===== config.mk =====
export PLATFORM = sky130hd
export DESIGN_NAME = dac_serial_loader
export DESIGN_NICKNAME = d
export VERILOG_FILES = /design/src/rtl/dacld_pkg.sv /design/src/rtl/dacld_sync.sv /design/src/rtl/dacld_shifter.sv /design/src/rtl/dacld_latch.sv /design/src/rtl/dac_serial_loader.sv
export SDC_FILE = /design/constraint.sdc
export NUM_CORES = 1
export LEC_CHECK = 0
export BUFFER_PORTS_ARGS = -buffer_cell sky130_fd_sc_hd__buf_2
export CAP_MARGIN = 10
export CORE_MARGIN = 2
export CORE_UTILIZATION = 41
export CTS_CLUSTER_DIAMETER = 80
export DETAILED_ROUTE_END_ITERATION = 6
export GPL_TIMING_DRIVEN = 0
export SYNTH_ARGS = -nofsm -noshare
export SYNTH_HDL_FRONTEND = slang
export SYNTH_SLANG_ARGS = --single-unit

===== constraint.sdc =====
create_clock -name clk -period 2.1 [get_ports clk]
set_clock_uncertainty 0.1 [all_clocks]
set_input_delay 0.105 -clock clk [delete_from_list [all_inputs] [get_ports clk]]
set_output_delay 0.105 -clock clk [all_outputs]
set_load 0.01 [all_outputs]

===== src/rtl/dacld_pkg.sv =====
package dacld_pkg;
   typedef enum logic {
      UPD_IMMEDIATE = 1'b0,
      UPD_STROBE    = 1'b1
   } upd_mode_e;
endpackage


===== src/rtl/dacld_sync.sv =====
module dacld_sync #(
   parameter int   STAGES  = 2,
   parameter logic RST_VAL = 1'b0
) (
   input  logic clk,
   input  logic rst_n,
   input  logic d,
   output logic q
);
   if (STAGES < 2) begin : g_bad_stages
      $error("dacld_sync: STAGES must be at least 2");
   end

   logic [STAGES-1:0] chain_q;

   always_ff @(posedge clk or negedge rst_n) begin
      if (!rst_n) chain_q <= {STAGES{RST_VAL}};
      else        chain_q <= {chain_q[STAGES-2:0], d};
   end

   assign q = chain_q[STAGES-1];
endmodule


===== src/rtl/dacld_shifter.sv =====
module dacld_shifter #(
   parameter int W = 16
) (
   input  logic         clk,
   input  logic         rst_n,
   input  logic         cs_lo,
   input  logic         cs_fall,
   input  logic         cs_rise,
   input  logic         sclk_rise,
   input  logic         sdi,
   output logic [W-1:0] word,
   output logic         short_frame
);
   localparam int CNT_W = $clog2(W + 1);
   localparam logic [CNT_W-1:0] FULL = CNT_W'(W);

   logic [W-1:0]     sr_q;
   logic [CNT_W-1:0] cnt_q;
   logic             short_q;
   logic             take;

   assign take = sclk_rise && cs_lo;

   // Shift register has no reset: stale bits survive short frames.
   always_ff @(posedge clk) begin
      if (take) sr_q <= {sr_q[W-2:0], sdi};
   end

   always_ff @(posedge clk or negedge rst_n) begin
      if (!rst_n) begin
         cnt_q   <= '0;
         short_q <= 1'b0;
      end else begin
         if (cs_fall)                   cnt_q <= '0;
         else if (take && cnt_q != FULL) cnt_q <= cnt_q + 1'b1;
         if (cs_rise) short_q <= (cnt_q != FULL);
      end
   end

   assign word        = sr_q;
   assign short_frame = short_q;


   cnt_bound_chk: assert property (@(posedge clk) disable iff (!rst_n)
      cnt_q <= FULL);


   short_src_chk: assert property (@(posedge clk) disable iff (!rst_n)
      $changed(short_q) |-> $past(cs_rise));
endmodule


===== src/rtl/dacld_latch.sv =====
module dacld_latch
   import dacld_pkg::*;
#(
   parameter int        W    = 16,
   parameter upd_mode_e MODE = UPD_STROBE
) (
   input  logic         clk,
   input  logic         rst_n,
   input  logic         xfer,
   input  logic [W-1:0] word,
   input  logic         cs_hi,
   input  logic         ld_fall,
   input  logic         ld_lo,
   output logic [W-1:0] code,
   output logic         upd
);
   logic [W-1:0] in_q, code_q, wdata;
   logic         upd_q, wr;

   always_ff @(posedge clk or negedge rst_n) begin
      if (!rst_n)    in_q <= '0;
      else if (xfer) in_q <= word;
   end

   if (MODE == UPD_IMMEDIATE) begin : g_imm
      assign wr    = xfer;
      assign wdata = word;


      imm_follow_chk: assert property (@(posedge clk) disable iff (!rst_n)
         xfer |=> upd);
   end else begin : g_strobe
      assign wr    = (ld_fall && cs_hi) || (ld_lo && xfer);
      assign wdata = xfer ? word : in_q;


      strobe_hold_chk: assert property (@(posedge clk) disable iff (!rst_n)
         (xfer && !ld_lo) |=> !upd);
   end

   always_ff @(posedge clk or negedge rst_n) begin
      if (!rst_n) begin
         code_q <= '0;
         upd_q  <= 1'b0;
      end else begin
         upd_q <= wr;
         if (wr) code_q <= wdata;
      end
   end

   assign code = code_q;
   assign upd  = upd_q;


   code_hold_chk: assert property (@(posedge clk) disable iff (!rst_n)
      !upd_q |-> $stable(code_q));


   midframe_ignore_chk: assert property (@(posedge clk) disable iff (!rst_n)
      (ld_fall && !cs_hi) |=> !upd_q);


   held_low_chk: assert property (@(posedge clk) disable iff (!rst_n)
      (xfer && ld_lo) |=> upd_q);
endmodule


===== src/rtl/dac_serial_loader.sv =====
module dac_serial_loader
   import dacld_pkg::*;
#(
   parameter int        DATA_W      = 16,
   parameter int        SYNC_STAGES = 2,
   parameter upd_mode_e UPD_MODE    = UPD_STROBE
) (
   input  logic              clk,
   input  logic              rst_n,
   input  logic              cs_n,
   input  logic              sclk,
   input  logic              sdi,
   input  logic              load_n,
   output logic [DATA_W-1:0] code_out,
   output logic              update_pulse,
   output logic              short_frame,
   output logic              proto_err
);
   if (DATA_W < 2) begin : g_bad_width
      $error("dac_serial_loader: DATA_W must be at least 2");
   end

   logic cs_s, sclk_s, sdi_s, ld_s;
   logic cs_p, sclk_p, ld_p;
   logic cs_rise, cs_fall, sclk_rise, ld_fall;
   logic perr_q;
   logic [DATA_W-1:0] sr_word;

   dacld_sync #(.STAGES(SYNC_STAGES), .RST_VAL(1'b1)) u_sync_cs (
      .clk(clk), .rst_n(rst_n), .d(cs_n), .q(cs_s));
   dacld_sync #(.STAGES(SYNC_STAGES), .RST_VAL(1'b0)) u_sync_sclk (
      .clk(clk), .rst_n(rst_n), .d(sclk), .q(sclk_s));
   dacld_sync #(.STAGES(SYNC_STAGES), .RST_VAL(1'b0)) u_sync_sdi (
      .clk(clk), .rst_n(rst_n), .d(sdi), .q(sdi_s));
   dacld_sync #(.STAGES(SYNC_STAGES), .RST_VAL(1'b1)) u_sync_ld (
      .clk(clk), .rst_n(rst_n), .d(load_n), .q(ld_s));

   always_ff @(posedge clk or negedge rst_n) begin
      if (!rst_n) begin
         cs_p   <= 1'b1;
         sclk_p <= 1'b0;
         ld_p   <= 1'b1;
      end else begin
         cs_p   <= cs_s;
         sclk_p <= sclk_s;
         ld_p   <= ld_s;
      end
   end

   assign cs_rise   =  cs_s   & ~cs_p;
   assign cs_fall   = ~cs_s   &  cs_p;
   assign sclk_rise =  sclk_s & ~sclk_p;
   assign ld_fall   = ~ld_s   &  ld_p;

   always_ff @(posedge clk or negedge rst_n) begin
      if (!rst_n)                 perr_q <= 1'b0;
      else if (ld_fall && !cs_s)  perr_q <= 1'b1;
   end
   assign proto_err = perr_q;

   dacld_shifter #(.W(DATA_W)) u_shifter (
      .clk        (clk),
      .rst_n      (rst_n),
      .cs_lo      (~cs_s),
      .cs_fall    (cs_fall),
      .cs_rise    (cs_rise),
      .sclk_rise  (sclk_rise),
      .sdi        (sdi_s),
      .word       (sr_word),
      .short_frame(short_frame)
   );

   dacld_latch #(.W(DATA_W), .MODE(UPD_MODE)) u_latch (
      .clk    (clk),
      .rst_n  (rst_n),
      .xfer   (cs_rise),
      .word   (sr_word),
      .cs_hi  (cs_s),
      .ld_fall(ld_fall),
      .ld_lo  (~ld_s),
      .code   (code_out),
      .upd    (update_pulse)
   );


   perr_sticky_chk: assert property (@(posedge clk) disable iff (!rst_n)
      !$fell(perr_q));
endmodule


==> impl_metrics.json, run 1 <==
{
  "switching_power_uw": 621,
  "p_clk_share_pct": 32.8,
  "maxSlewViolCount": 0,
  "slew_headroom_pct": 52.0,
  "wl_per_cell_um": 13.8,
  "cp.required_ps": 2200,
  "outcome": "completed",
  "numPortBuffers": 24,
  "htreeDepth": 3,
  "placed_area_um2": 2590,
  "worstSetupPathType": "flip-flop to flip-flop",
  "cp.arrival_ps": 2020,
  "fmax_ghz": 0.522,
  "final_common_cell": "dfrtp_1",
  "hpwlAfterDp_mm": 2.25,
  "fin_area_um2": 2840,
  "worst_pin_slew_ps": 719,
  "antenna_found_initial": 0,
  "clock_path_buffers": 2,
  "netlist_instances": 137,
  "vias": 1244,
  "grt.overflow.total": 0,
  "p_leak_nw": 1.16,
  "seq_area_frac_synth_pct": 74.0,
  "clk_latency_ps": 320,
  "die-area_um2": 6440,
  "drtAntennaViolNets": 0,
  "rows": 27,
  "worstPathMaxFanout": 10,
  "totalNegativeSetupSlack_ps": 0,
  "die_y_um": 80.3,
  "cts.sinks": 67,
  "drc": 0,
  "cp-end-kind": "flip-flop",
  "max_stage_delay_ps": 580,
  "ctsResizeCount": 0,
  "startpoint": "u_sync_cs.chain_q[1]$_DFF_PN1_",
  "fill_cells": 477,
  "p_sw_share_pct": 22.5,
  "p_int_mw": 2.14,
  "drt_iter0_drc": 68,
  "cts_root_buf": "clkbuf_8",
  "antennaDiodeCount": 0,
  "rsz0062_at_grt": "no",
  "post-route-period-util_pct": 91.2,
  "post-route-util_pct": 50.9,
  "cts_setup_buffers": 0,
  "grt_pass1_wl_mm": 6.18,
  "clk_pin_slew_ps": 60,
  "reg2reg_from": "u_sync_cs.chain_q[1]$_DFF_PN1_",
  "cap_violations": 0,
  "numCtsBuffers": 9,
  "cts_tree": "built",
  "worst-path-stages": 5,
  "synth_cell_type_count": 23,
  "yosys_warnings": 0,
  "area_delta_synth_final_pct": 19.0,
  "r2r_cells": 5,
  "vias_per_cell": 4.88,
  "core_um2": 5570,
  "io_pins": 25,
  "power.density_nw_per_um2": 971,
  "drtPass1Iterations": 4,
  "totalWireLength_mm": 3.51,
  "hold_path_class": "input pin to async pin",
  "netlist_area_um2": 2380,
  "cp_num_buf_inv": 2,
  "slowest_stage": "dfstp_2",
  "avgSynthCellArea_um2": 17.4,
  "syn_nets": 145,
  "grtUsageTotal_pct": 13.0,
  "synth.ff_latch_count": 67,
  "gp_congestion": 0.697,
  "grt_max_degree": 52,
  "cts_hold_repair.buffers": 5,
  "combPwrFrac_pct": 11.6,
  "setup_viol_count_final": 0,
  "drive_gt1_share_pct": 44.3,
  "critPathLaunchType": "flip-flop",
  "nets": 186,
  "final_cell_mix": "45 x dfrtp_1, 32 x mux2_2, 24 x buf_2, 16 x edfxtp_1, 11 x clkbuf_8",
  "grt_pass1_vias": 1304,
  "die_x_um": 80.3,
  "crit_chain": "nor2b_1, buf_6, buf_6, mux2_2, mux2_2",
  "power_mw": 2.76,
  "seqPwrFrac_pct": 55.6,
  "start_util_pct": 42.8,
  "hold_violations": 0,
  "period_needed_ps": 1920,
  "ir_worst_vdd_v": 0.000459,
  "critPathTopFamily": "multiplexers"
}
flip-flops by register name (all words and copies together) (netlist names):
register               cells
cs_p                       1
ld_p                       1
proto_err                  1
sclk_p                     1
u_latch.code              16
u_latch.in_q              16
u_latch.upd                1
u_shifter.cnt_q            5
u_shifter.short_frame      1
u_shifter.word            16
u_sync_cs.chain_q          2
u_sync_ld.chain_q          2
u_sync_sclk.chain_q        2
u_sync_sdi.chain_q         2
area by class of cell:
cell class / count / area [µm²] / area share (%)
flip-flops and latches: 67 / 1760 / 62.2
multi-input cells: 63 / 576 / 20.3
repair buffers: 30 / 190 / 6.70
clock buffers: 14 / 163 / 5.73
well taps: 72 / 90.1 / 3.17
plain buffers: 3 / 30.0 / 1.06
inverters: 4 / 15.0 / 0.529
clock inverters: 2 / 10.0 / 0.353
kinds of logic after synthesis:
group / count (synthesis) / synth area share [%]
simple gates: 17 / 5.35
compound gates: 12 / 2.62
mux: 32 / 15.1
buf+inv: 7 / 1.89
fa+ha+maj: 2 / 1.05
flops: 67 / 74.0
Yosys cell counts:
library cell | instances | share of area, %
nor4bb_1 | 1 | 0.42
nor3b_4 | 1 | 0.79
buf_6 | 2 | 0.94
or4_1 | 1 | 0.31
nand3_1 | 2 | 0.42
nand4bb_1 | 1 | 0.47
inv_1 | 4 | 0.63
nor2b_1 | 2 | 0.52
mux2_2 | 32 | 15
nand2_1 | 2 | 0.31
o21ai_0 | 5 | 1.0
or3_1 | 2 | 0.52
and2b_1 | 1 | 0.31
ha_1 | 2 | 1.0
dfrtp_1 | 45 | 47
dfstp_2 | 6 | 6.6
edfxtp_1 | 16 | 20
a21oi_1 | 6 | 1.3
a21o_1 | 1 | 0.31
or3b_4 | 1 | 0.47
buf_4 | 1 | 0.31
or4bb_1 | 1 | 0.47
nor2_1 | 2 | 0.31
stage by stage:
step | hold slack, ps | instances | setup slack, ps
5_1_grt | 75.2 | 255 | 107
6_report | 71.6 | 255 | 185
3_3_place_gp | 110 | 233 | 193
3_5_place_dp | 112 | 233 | 179
2_1_floorplan | -291 | 137 | 314
4_1_cts | 252 | 254 | 165
power groups by stage:
stage | combinational [mW] | clock, mW | sequential (mW)
after global placement | 0.309 | 0 | 1.55
after floorplan | 0.149 | 0 | 1.59
final | 0.321 | 0.904 | 1.53
after global routing | 0.356 | 1.01 | 1.55
after detailed placement | 0.317 | 0 | 1.56
after CTS | 0.325 | 0.940 | 1.53
final timing paths:
path	endpoint	slack, ps
setup / recovery	u_latch.code[13]$_DFFE_PN0P_	180
hold / removal	u_shifter.cnt_q[0]$_DFFE_PN0P_	70
setup reg to reg	u_latch.code[13]$_DFFE_PN0P_	180
hold reg to reg	u_sync_sclk.chain_q[1]$_DFF_PN0_	250
max in group asynchronous	u_sync_ld.chain_q[0]$_DFF_PN1_	1300
min in group clk	u_sync_sclk.chain_q[1]$_DFF_PN0_	250
per-layer routing:
metal  GRT usage (%)  wire length (µm)  vias up  share of wire [%]
met3            4.38               171        9                4.9
li1                -                 -      570                  -
met1            16.4              1580      628                 45
met5               0                 0        -                  0
met4            6.61                66        0                1.9
met2            20.1              1690       37                 48
Note: power is estimated with default switching activity, not from simulation.
==> inputs of run 2 (changes only) <==
--- a/config.mk
+++ b/config.mk
@@ -7,8 +7,9 @@
 export LEC_CHECK = 0
 export BUFFER_PORTS_ARGS = -buffer_cell sky130_fd_sc_hd__buf_2
 export CAP_MARGIN = 10
+export CORE_ASPECT_RATIO = 1.1
 export CORE_MARGIN = 2
-export CORE_UTILIZATION = 41
+export CORE_UTILIZATION = 40
 export CTS_CLUSTER_DIAMETER = 80
 export DETAILED_ROUTE_END_ITERATION = 6
 export GPL_TIMING_DRIVEN = 0
==> constraint.sdc (replaced) <==
create_clock -name clk -period 2.1 [get_ports clk]
set_clock_uncertainty 0.1 [all_clocks]
set_input_delay 0.21 -clock clk [delete_from_list [all_inputs] [get_ports clk]]
set_output_delay 0.21 -clock clk [all_outputs]
set_load 0.01 [all_outputs]
==> run 2 against run 1 <==
Compared with the run above: the run now ends with negative hold slack left; via count decreased by 1.3%; power rose by 3.5%; global-route usage decreased by 0.18 points; die area up 2.4%; clock-buffer cell count shrank 2; clock power up 12%; largest cell class unchanged; largest power group unchanged.
==> impl_metrics.json, run 2 (synthesized netlist as in run 1, its figures left out) <==
{
  "critPathTopFamily": "multiplexers",
  "clk_pin_slew_ps": 70,
  "totalNegativeSetupSlack_ps": 0,
  "nets": 184,
  "setup_viol_count_final": 0,
  "wl_per_cell_um": 14.1,
  "worstPathMaxFanout": 10,
  "grt_pass1_vias": 1335,
  "fmax_ghz": 0.523,
  "htreeDepth": 3,
  "io_pins": 25,
  "die-area_um2": 6600,
  "hpwlAfterDp_mm": 2.41,
  "outcome": "finished with violations",
  "ir_worst_vdd_v": 0.000406,
  "slowest_stage": "dfstp_2",
  "final_common_cell": "dfrtp_1",
  "place_ws_ps": 161,
  "die_x_um": 77.6,
  "drt_iter0_drc": 73,
  "worst_pin_slew_ps": 1090,
  "final_cell_mix": "45 x dfrtp_1, 32 x mux2_2, 24 x buf_2, 16 x edfxtp_1, 10 x clkbuf_8",
  "stdcell_count": 258,
  "area_delta_synth_final_pct": 18.6,
  "drtPass1Iterations": 4,
  "post-route-period-util_pct": 91.0,
  "cp_num_buf_inv": 2,
  "dp_cells": 238,
  "rows": 29,
  "drc": 0,
  "critPathLaunchType": "flip-flop",
  "placed_area_um2": 2600,
  "hold_ws_ps": -29.3,
  "grtUsageTotal_pct": 12.9,
  "worstSetupPathType": "flip-flop to flip-flop",
  "grt_pass1_wl_mm": 6.20,
  "clock_path_buffers": 2,
  "hold_path_class": "input pin to async pin",
  "cts.sinks": 67,
  "cp-end-kind": "flip-flop",
  "drtAntennaViolNets": 0,
  "rsz0062_at_grt": "no",
  "power.density_nw_per_um2": 1010,
  "max_stage_delay_ps": 580,
  "cp.required_ps": 2220,
  "grt_max_degree": 52,
  "cts_root_buf": "clkbuf_8",
  "core_um2": 5770,
  "vias": 1228,
  "fill_cells": 482,
  "cts_tree": "built",
  "slew_headroom_pct": 27.1,
  "totalWireLength_mm": 3.64,
  "numCtsBuffers": 9,
  "crit_chain": "nor2b_1, buf_6, buf_6, mux2_2, mux2_2",
  "start_util_pct": 41.3,
  "cap_violations": 0,
  "numPortBuffers": 24,
  "cp.arrival_ps": 2030,
  "clk_latency_ps": 340,
  "violations": "negative hold slack",
  "die_y_um": 85.0,
  "antenna_found_initial": 0,
  "vias_per_cell": 4.76,
  "setup_slack_ps": 190,
  "post-route-util_pct": 49.0,
  "drive_gt1_share_pct": 43.6,
  "power_mw": 2.85,
  "fin_area_um2": 2830,
  "grt.overflow.total": 0,
  "antennaDiodeCount": 0,
  "p_leak_nw": 1.15,
  "reg2reg_from": "u_sync_cs.chain_q[1]$_DFF_PN1_",
  "startpoint": "u_sync_cs.chain_q[1]$_DFF_PN1_",
  "maxSlewViolCount": 0,
  "gp_congestion": 0.720,
  "period_needed_ps": 1910,
  "hold_violations": 45
}
## run 2: cell types whose count changed in the layout (fill, tap and decap cells not counted)
cell,before,now
dlygate4sd3_1,5,4
clkinv_2,2,1
clkbuf_8,11,10
clkbuf_1,3,2
bufinv_16,0,1
buf_12,1,0
clkinv_1,0,2
## run 2: layout make-up
cell class | instances | area (µm²) | area share [%]
plain buffers | 3 | 30.0 | 1.06
clock buffers | 12 | 145 | 5.13
clock inverters | 4 | 42.5 | 1.50
inverters | 4 | 15.0 | 0.531
multi-input cells | 63 | 576 | 20.3
flip-flops and latches | 67 | 1760 | 62.4
well taps | 77 | 96.3 | 3.41
repair buffers | 28 | 160 | 5.66
## run 2: timing repair
action,CTS,global route
hold buffers,4,0
hold endpoints to repair,4,0
setup endpoints to repair,0,0
setup buffers,0,0
resized for setup,0,0
## run 2: final timing paths
kind	to	slack (ps)	cells past startpoint
max in group asynchronous	u_latch.in_q[0]$_DFF_PN0_	1250	1
min reg2reg	u_sync_sdi.chain_q[1]$_DFF_PN0_	250	0
min in group clk	u_sync_sdi.chain_q[1]$_DFF_PN0_	250	0
min	u_latch.code[11]$_DFFE_PN0P_	-30	1
max reg2reg	u_latch.code[8]$_DFFE_PN0P_	190	5
max	u_latch.code[8]$_DFFE_PN0P_	190	5
## run 2: routing by layer
metal  up-vias  part of all wire [%]  wire length (µm)  GRT usage (%)
met5         -                     0                 0              0
met4         0                   3.2               117           8.77
met3        11                   4.9               177           5.53
met2        28                    49              1770           20.8
met1       622                    43              1570           13.6
li1        567                     -                 -              -
## run 2: report_power, final
| group | internal [mW] | switching (mW) |
|---|---|---|
| logic | 0.166 | 0.151 |
| registers | 1.47 | 0.0579 |
| clock network | 0.571 | 0.434 |
